==> src/rtl/ostmr_pkg.sv <==
package ostmr_pkg;
   typedef enum logic [2:0] {
      REG_CTRL = 3'd0,
      REG_LOAD = 3'd1,
      REG_FULL = 3'd2,
      REG_HI   = 3'd3,
      REG_LO   = 3'd4
   } reg_addr_e;

   localparam int unsigned CTRL_RUN_BIT = 0;
   localparam int unsigned CTRL_RLD_BIT = 1;
   localparam int unsigned CTRL_SEL_BIT = 2;
endpackage

==> src/rtl/ostmr_tick_sel.sv <==
module ostmr_tick_sel (
   input  logic sel,
   input  logic ref_tick,
   input  logic pll_tick,
   output logic tick
);
   assign tick = sel ? pll_tick : ref_tick;
endmodule

==> src/rtl/ostmr_counter.sv <==
module ostmr_counter #(
   parameter int unsigned CNT_W = 32
) (
   input  logic             clk,
   input  logic             rst_n,
   input  logic             load_now,
   input  logic             step,
   input  logic             reload_mode,
   input  logic [CNT_W-1:0] load_val,
   output logic [CNT_W-1:0] count,
   output logic             zero_pulse,
   output logic             stop_req
);
   logic [CNT_W-1:0] next_val;
   logic             at_zero;

   assign at_zero  = (count == '0);
   assign next_val = at_zero ? (reload_mode ? load_val : '0) : count - 1'b1;
   assign stop_req = step && !reload_mode && (next_val == '0);

   always_ff @(posedge clk) begin
      if (!rst_n) begin
         count      <= '0;
         zero_pulse <= 1'b0;
      end else begin
         zero_pulse <= 1'b0;
         if (load_now) begin
            count <= load_val;
         end else if (step) begin
            count      <= next_val;
            zero_pulse <= (next_val == '0);
         end
      end
   end
endmodule

==> src/rtl/ostmr_snap.sv <==
module ostmr_snap #(
   parameter int unsigned HALF_W     = 16,
   parameter bit          HAS_NARROW = 1'b1
) (
   input  logic              clk,
   input  logic              rst_n,
   input  logic              capture,
   input  logic [HALF_W-1:0] low_in,
   output logic [HALF_W-1:0] held
);
   generate
      if (HAS_NARROW) begin : g_hold
         always_ff @(posedge clk) begin
            if (!rst_n)       held <= '0;
            else if (capture) held <= low_in;
         end
      end else begin : g_nohold
         assign held = '0;
      end
   endgenerate
endmodule

==> src/rtl/os_down_timer.sv <==
module os_down_timer #(
   parameter int unsigned CNT_W       = 32,
   parameter int unsigned HALF_W      = 16,
   parameter bit          SEL_RST     = 1'b1,
   parameter bit          HAS_NARROW  = 1'b1
) (
   input  logic             clk,
   input  logic             rst_n,
   input  logic [2:0]       bus_addr,
   input  logic             bus_we,
   input  logic             bus_re,
   input  logic [CNT_W-1:0] bus_wdata,
   output logic [CNT_W-1:0] bus_rdata,
   input  logic             ref_tick,
   input  logic             pll_tick,
   output logic             zero_pulse
);
   import ostmr_pkg::*;

   localparam int unsigned PAD_W = CNT_W - HALF_W;

   generate
      if (CNT_W != 2 * HALF_W) begin : g_bad_width
         $error("CNT_W must be twice HALF_W");
      end
      if (CNT_W < 4) begin : g_bad_small
         $error("CNT_W too small");
      end
   endgenerate

   logic             start_q, ar_q, sel_q;
   logic [CNT_W-1:0] load_q;
   logic [CNT_W-1:0] cnt_q;
   logic [HALF_W-1:0] hold_q;
   logic             tick_sel, ctrl_wr, load_wr, load_now, step, stop_req;
   reg_addr_e        addr;

   assign addr     = reg_addr_e'(bus_addr);
   assign ctrl_wr  = bus_we && (addr == REG_CTRL);
   assign load_wr  = bus_we && (addr == REG_LOAD);
   assign load_now = ctrl_wr && bus_wdata[CTRL_RUN_BIT] && !start_q;
   assign step     = start_q && tick_sel && !ctrl_wr;

   ostmr_tick_sel u_sel (
      .sel      (sel_q),
      .ref_tick (ref_tick),
      .pll_tick (pll_tick),
      .tick     (tick_sel)
   );

   ostmr_counter #(.CNT_W(CNT_W)) u_cnt (
      .clk         (clk),
      .rst_n       (rst_n),
      .load_now    (load_now),
      .step        (step),
      .reload_mode (ar_q),
      .load_val    (load_q),
      .count       (cnt_q),
      .zero_pulse  (zero_pulse),
      .stop_req    (stop_req)
   );

   ostmr_snap #(.HALF_W(HALF_W), .HAS_NARROW(HAS_NARROW)) u_snap (
      .clk     (clk),
      .rst_n   (rst_n),
      .capture (bus_re && (addr == REG_HI)),
      .low_in  (cnt_q[HALF_W-1:0]),
      .held    (hold_q)
   );

   always_ff @(posedge clk) begin
      if (!rst_n) begin
         start_q <= 1'b0;
         ar_q    <= 1'b0;
         sel_q   <= SEL_RST;
         load_q  <= '0;
      end else begin
         if (load_wr) load_q <= bus_wdata;
         if (ctrl_wr) begin
            start_q <= bus_wdata[CTRL_RUN_BIT];
            ar_q    <= bus_wdata[CTRL_RLD_BIT];
            sel_q   <= bus_wdata[CTRL_SEL_BIT];
         end else if (stop_req) begin
            start_q <= 1'b0;
         end
      end
   end

   always_ff @(posedge clk) begin
      if (!rst_n) begin
         bus_rdata <= '0;
      end else if (bus_re) begin
         case (addr)
            REG_CTRL: bus_rdata <= {{(CNT_W-3){1'b0}}, sel_q, ar_q, start_q};
            REG_LOAD: bus_rdata <= load_q;
            REG_FULL: bus_rdata <= cnt_q;
            REG_HI:   bus_rdata <= {{PAD_W{1'b0}}, cnt_q[CNT_W-1 -: HALF_W]};
            REG_LO:   bus_rdata <= {{PAD_W{1'b0}}, hold_q};
            default:  bus_rdata <= '0;
         endcase
      end
   end
endmodule

==> config.mk <==
export PLATFORM = sky130hd
export DESIGN_NAME = os_down_timer
export DESIGN_NICKNAME = d
export VERILOG_FILES = /design/src/rtl/ostmr_pkg.sv /design/src/rtl/ostmr_tick_sel.sv /design/src/rtl/ostmr_counter.sv /design/src/rtl/ostmr_snap.sv /design/src/rtl/os_down_timer.sv
export SDC_FILE = /design/constraint.sdc
export NUM_CORES = 1
export LEC_CHECK = 0
export BUFFER_PORTS_ARGS = -buffer_cell sky130_fd_sc_hd__clkbuf_2
export CELL_PAD_IN_SITES_DETAIL_PLACEMENT = 0
export CELL_PAD_IN_SITES_GLOBAL_PLACEMENT = 1
export CORE_MARGIN = 2
export CORE_UTILIZATION = 25
export DETAILED_ROUTE_END_ITERATION = 7
export PLACE_DENSITY = 0.62
export SKIP_CTS_REPAIR_TIMING = 1
export SLEW_MARGIN = 20
export SYNTH_ARGS = -nofsm -noshare
export SYNTH_HDL_FRONTEND = slang
export SYNTH_SLANG_ARGS = --single-unit
==> constraint.sdc <==
create_clock -name clk -period 3.5 [get_ports clk]
set_input_delay 0.35 -clock clk [delete_from_list [all_inputs] [get_ports clk]]
set_output_delay 0.35 -clock clk [all_outputs]
set_load 0.005 [all_outputs]
Yosys cells after proc, flatten, opt, wreduce, memory -nomap -nowiden
Index checks and enable logic that the tools add are counted.
{"block": "word_totals", "register_bits": 116, "in_bits": 41, "out_inout_bits": 33}
{"block": "op_classes", "add_sub_neg": 1, "n_eq_ne": 4, "mux": 8, "bitwise": 2, "reduce_logical": 18}
{"cell": "one-hot mux 32 bit (5 select lines)", "count": 1}
{"cell": "two-way mux 32 bit", "count": 4}
{"cell": "zero test 32 bit", "count": 2}
{"cell": "subtractor 32 x 1 -> 32 bit (second input constant)", "count": 1}
{"cell": "logical AND 1 bit", "count": 9}
{"cell": "equality test 3 x 2 -> 1 bit (second input constant)", "count": 2}
{"cell": "nonzero test 2 bit", "count": 2}
{"cell": "equality test 3 x 1 -> 1 bit (second input constant)", "count": 1}
{"cell": "equality test 3 bit (second input constant)", "count": 1}
{"cell": "zero test 1 bit", "count": 3}
{"cell": "zero test 3 bit", "count": 1}
{"cell": "two-way mux 1 bit", "count": 3}
{"cell": "OR reduction 3 bit", "count": 1}
{"cell": "inverter 1 bit", "count": 2}

Logic depth before layout (Yosys ltp)
{"block": "logic_depth", "word_depth": 8, "ltp_mapped": 10, "mapped_depth_nobuf": 9}

Modules after synthesis
Synthesis repeated with hierarchy kept, for this count alone.
{"block": "hier_totals", "hier_cells": 880, "hier_area_um2": 7200.7}
{"module": "os_down_timer", "n_inst": 1, "cells_each": 404, "area_per_inst_um2": 3520.9, "seq_area_each_um2": 1341.3}
{"module": "ostmr_counter", "n_inst": 1, "cells_each": 424, "area_per_inst_um2": 3049.2, "seq_area_each_um2": 660.6}
{"module": "ostmr_snap", "n_inst": 1, "cells_each": 51, "area_per_inst_um2": 615.6, "seq_area_each_um2": 320.3}
{"module": "ostmr_tick_sel", "n_inst": 1, "cells_each": 1, "area_per_inst_um2": 15.0, "seq_area_each_um2": 0.0}

Worst setup path after synthesis
No wires, ideal clock.
{"block": "synth_path", "path_kind": "register to register", "start": "register u_cnt.count[19]", "end": "register u_cnt.zero_pulse", "setup_time_ns": 0.088, "arrival_time_ns": 2.491, "path_slack_ns": 0.921, "stages_incl_launch_ff": 10, "path_buffers": 2, "synth_period_minus_slack_ns": 2.579, "path_cell_list": "dfxtp_1 > buf_6 > or3_1 > buf_2 > or4_1 > nor3_1 > xnor2_1 > o21ai_0 > or4_1 > nor4_2"}
{"block": "synth_between", "elab_chain_cells": 3, "elab_cells_between_ends": 4, "cone_classes": "add/sub: 1; mux: 1; reduce/logical: 2"}
{"item": "start: declaration", "line": "ostmr_counter.sv:10", "rtl": "output logic [CNT_W-1:0] count,"}
{"item": "start signal: assignment", "line": "ostmr_counter.sv:28", "rtl": "count <= load_val;"}
{"item": "start signal: assignment", "line": "ostmr_counter.sv:30", "rtl": "count <= next_val;"}
{"item": "subtractor 32 x 1 -> 32 bit / zero test 32 bit (equally long branches)", "line": "ostmr_counter.sv:18, ostmr_counter.sv:17"}
{"item": "two-way mux 32 bit *", "line": "ostmr_counter.sv:18", "rtl": "assign next_val = at_zero ? (reload_mode ? load_val : '0) : count - 1'b1;"}
{"item": "zero test 32 bit *", "line": "ostmr_counter.sv:31", "rtl": "zero_pulse <= (next_val == '0);"}
{"item": "end signal: assignment", "line": "ostmr_counter.sv:31"}
{"item": "end: declaration", "line": "ostmr_counter.sv:11", "rtl": "output logic zero_pulse,"}
Mark *: on every way between the ends. The rest lies on a longest branch, timed or not.
A chain may end at the register's enable or synchronous reset.

Worst setup path in the final report
{"block": "layout_path", "start": "register u_cnt.count[5]", "end": "register u_cnt.zero_pulse"}
Same word-level chain as after synthesis.

==> results.tsv <==
stage	metric	value	unit
outcome	outcome	finished, final reports clean	
cts	cts.htree.levels	4	
final_layout	proportion_of_layout_cells_with_a_drive_suffix_above_1	18.3	%
yosys	yosys.area.top_type	sky130_fd_sc_hd__dfxtp_1	
final_layout	area_growth_syn_to_layout	19.5	%
global_route	wire_length_of_the_first_global_routing_pass	38900	µm
final_layout	most_frequent_standard_cell_in_the_layout_excluding_fill_and_tap_cells	sky130_fd_sc_hd__nand2_1	
place	gp_congestion	0.918	
critical_path	worst_path_most_repeated_cell	sky130_fd_sc_hd__nor3_1	
die	initial_utilization	25.4	%
yosys	ys_seq_area_share	35.2	%
critical_path	worst-path-buf-inv	1	
route	detail_route.drc_violations	0	
critical_path	worst_path_dominant_cell_family	simple AND/OR/NAND/NOR gates	
power_and_ir_drop	cellPowerDensity	425	mW/mm²
die	die_x	167	µm
yosys	synth-warning-count	0	
die	floorplan.die_area	0.0277	mm²
critical_path	worstSetupEndpointType	flop	
yosys	synth.net_count	877	
global_route	first_global_vias	6169	
job	max-cap-violations	0	
route	drtPass1Iterations	5	
power_and_ir_drop	power.static_leakage	2.81	nW
route	route.detailed.vias_per_inst	5.29	
critical_path	worstPathCellList	nor4_1 > nand2_1 > buf_4 > nor3_1 > xor2_1 > nor3_1 > o221ai_1 > nor4_2	
sta	setup_violations	0	
worst_hold_path	worst_hold_path_type	input port to flop	
global_route	use_met3	3.92	%
yosys	total_standard_cell_area_after_synthesis	0.00661	mm²
cts	cts_sinks	116	
yosys	yosys-top-cells-area	sky130_fd_sc_hd__dfxtp_1 (35%), sky130_fd_sc_hd__a22oi_1 (8.1%), sky130_fd_sc_hd__nand2_1 (7.9%)	
yosys	async_flop_share	0	%
cts	clk_latency	0.42	ns
sta	timing_max_transition_violations_final	0	
sta	timing.final.crit_share	87.1	%
yosys	postSynthRegisterBits	116	
yosys	synth_area_per_cell	7.92	µm²
critical_path	cp_slowest_stage_delay	0.54	ns
route	vias	6460	
die	placeable_area	0.0260	mm²
cts	clockRootBuffer	sky130_fd_sc_hd__clkbuf_16	
sta	finalClockSkew	0.00697	ns
global_route	grt.busiest_layer	met1	
yosys	post_synth_num_cell_types	67	
critical_path	start_kind	flop	
sta	maxClockFrequency	328	MHz
global_route	overall_overflow_remaining_after_global_route	0	
sta	grt_setup_unrepaired	no	
die	io_pins	74	
die	rows	59	
route	drtAntennaViolNets	0	
critical_path	cell_with_the_largest_stage_delay_on_the_worst_path	sky130_fd_sc_hd__nor4_1	
power_and_ir_drop	total_power	3.35	mW
global_route	gr-usage-met2	25.6	%
final_layout	finalCoreUtilization	30.4	%
global_route	grt_antenna_before_repair	0	
route	drt_first_iter_violations	645	
yosys	ys_dominant_reg_cell	sky130_fd_sc_hd__dfxtp_1	
cts	cts_tree	done	
global_route	met1_usage	27.1	%
global_route	grt_start_max_net_pins	55	
critical_path	timing_worst_setup_path_type	flop to flop	
route	routed_wire_length_per_instance	20.4	µm
sta	totalNegativeSetupSlack	0	ns
global_route	globalRouteTotalUtil	18.1	%
yosys	yosysTopAreaCellShare	35.2	%
final_layout	most-common-layout-cells	sky130_fd_sc_hd__nand2_1 (139), sky130_fd_sc_hd__dfxtp_1 (116), sky130_fd_sc_hd__clkbuf_2 (72)	
critical_path	critPathRequiredTime	3.83	ns
sta	slew_headroom	50.3	%
place	dp.final_hpwl	18000	µm
critical_path	critical_path.max_fanout	14	
final_layout	n_antenna_cell	0	
cts	clock_tree.buffer_depth	2	
sta	final_critical_path_time_including_i_o_delays_and_setup	3.05	ns
die	die_y	167	µm
place	io_buffer_count	73	
yosys	synth_enable_flop_cells	0	
power_and_ir_drop	max-vdd-ir-drop	219	µV
cts	number_of_cts_inserted_buffers	17	
sta	hold_viol	0	
final_layout	design.final.nets	916	
route	detail_route.wirelength	24900	µm
critical_path	arrival	3.38	ns
cts	clkSlewWorstSetupHoldPaths	0.06	ns
yosys	postSynthCellCount	834	
sta	tightestPinTransition	0.744	ns
worst reg2reg max path, stage by stage, from the launching register on:
cell and delay [ns]:
sky130_fd_sc_hd__dfxtp_1 0.42, sky130_fd_sc_hd__nor4_1 0.54, sky130_fd_sc_hd__nand2_1 0.52, sky130_fd_sc_hd__buf_4 0.30, sky130_fd_sc_hd__nor3_1 0.21, sky130_fd_sc_hd__xor2_1 0.14
sky130_fd_sc_hd__nor3_1 0.32, sky130_fd_sc_hd__o221ai_1 0.22, sky130_fd_sc_hd__nor4_2 0.28
per-stage QoR:
step	cell area [µm²]	hold slack [ns]	instances	setup slack (ns)
CTS	7890	0.143	1221	0.468
detailed placement	7320	0.458	1189	0.504
global placement	7320	0.452	1189	0.553
global route	7890	0.154	1221	0.208
floorplan	6610	0.443	834	0.921
finish	7890	0.154	1221	0.453
area by class of cell:
| class | instances | area (µm²) |
|---|---|---|
| clock buffers | 19 | 443 |
| clock inverters | 13 | 134 |
| fillers | 2844 | 18100 |
| inverters | 23 | 86.3 |
| multi-input cells | 610 | 3880 |
| flip-flops and latches | 116 | 2320 |
| well taps | 335 | 419 |
| repair buffers | 105 | 606 |
synthesized netlist by cell type (all sizes together), types with 3 or more instances:
cell	instances
a2111oi	5
nand2	139
mux2i	3
a22oi	71
buf	12
or3	10
clkbuf	73
o22ai	19
nor2	23
o41ai	4
o31ai	3
dfxtp	116
o21ai	18
inv	23
a31oi	8
nor2b	24
xnor2	12
nand4b	6
nand3	13
a221oi	6
a211oi	11
or4	5
o21a	15
nor4	20
nand4	5
xor2	7
a21boi	69
nor4b	3
a21oi	28
nor3	19
and3	8
and2	26
power by group:
group	internal [mW]	switching (mW)
Clock	1.06	0.669
Combinational	0.0999	0.170
Sequential	1.33	0.0198
Total	2.49	0.858
state kept, by name, summed over array words and instances, names as in the netlist:
signal and flops:
load_q 32, start_q 1, u_cnt.count 32, bus_rdata 32, sel_q 1, u_cnt.zero_pulse 1, u_snap.held 16, ar_q 1
cells by family after synthesis:
logic type      Yosys count  synth area share (%)
compound gates          273                  29.5
xor+xnor                 19                  2.52
fa+ha+maj                 2                 0.379
buf+inv                 108                  6.42
flops                   116                  35.2
mux                       5                 0.966
simple gates            311                  25.1
path summary, 6_finish.rpt:
path	cells after the start	start	slack, ns	to
hold / removal	3	bus_wdata[30]	0.15	load_q[30]
setup / recovery	8	u_cnt.count[5]	0.45	u_cnt.zero_pulse
hold reg to reg	2	u_snap.held[13]	0.47	u_snap.held[13]
setup reg to reg	8	u_cnt.count[5]	0.45	u_cnt.zero_pulse
layer usage:
layer / vias to the layer above / routed length (µm)
li1: 3102 / -
met3: 26 / 1720
met2: 247 / 10400
met4: 0 / 472
met1: 3085 / 12300
met5: - / 0
(Power assumes the default switching activity.)
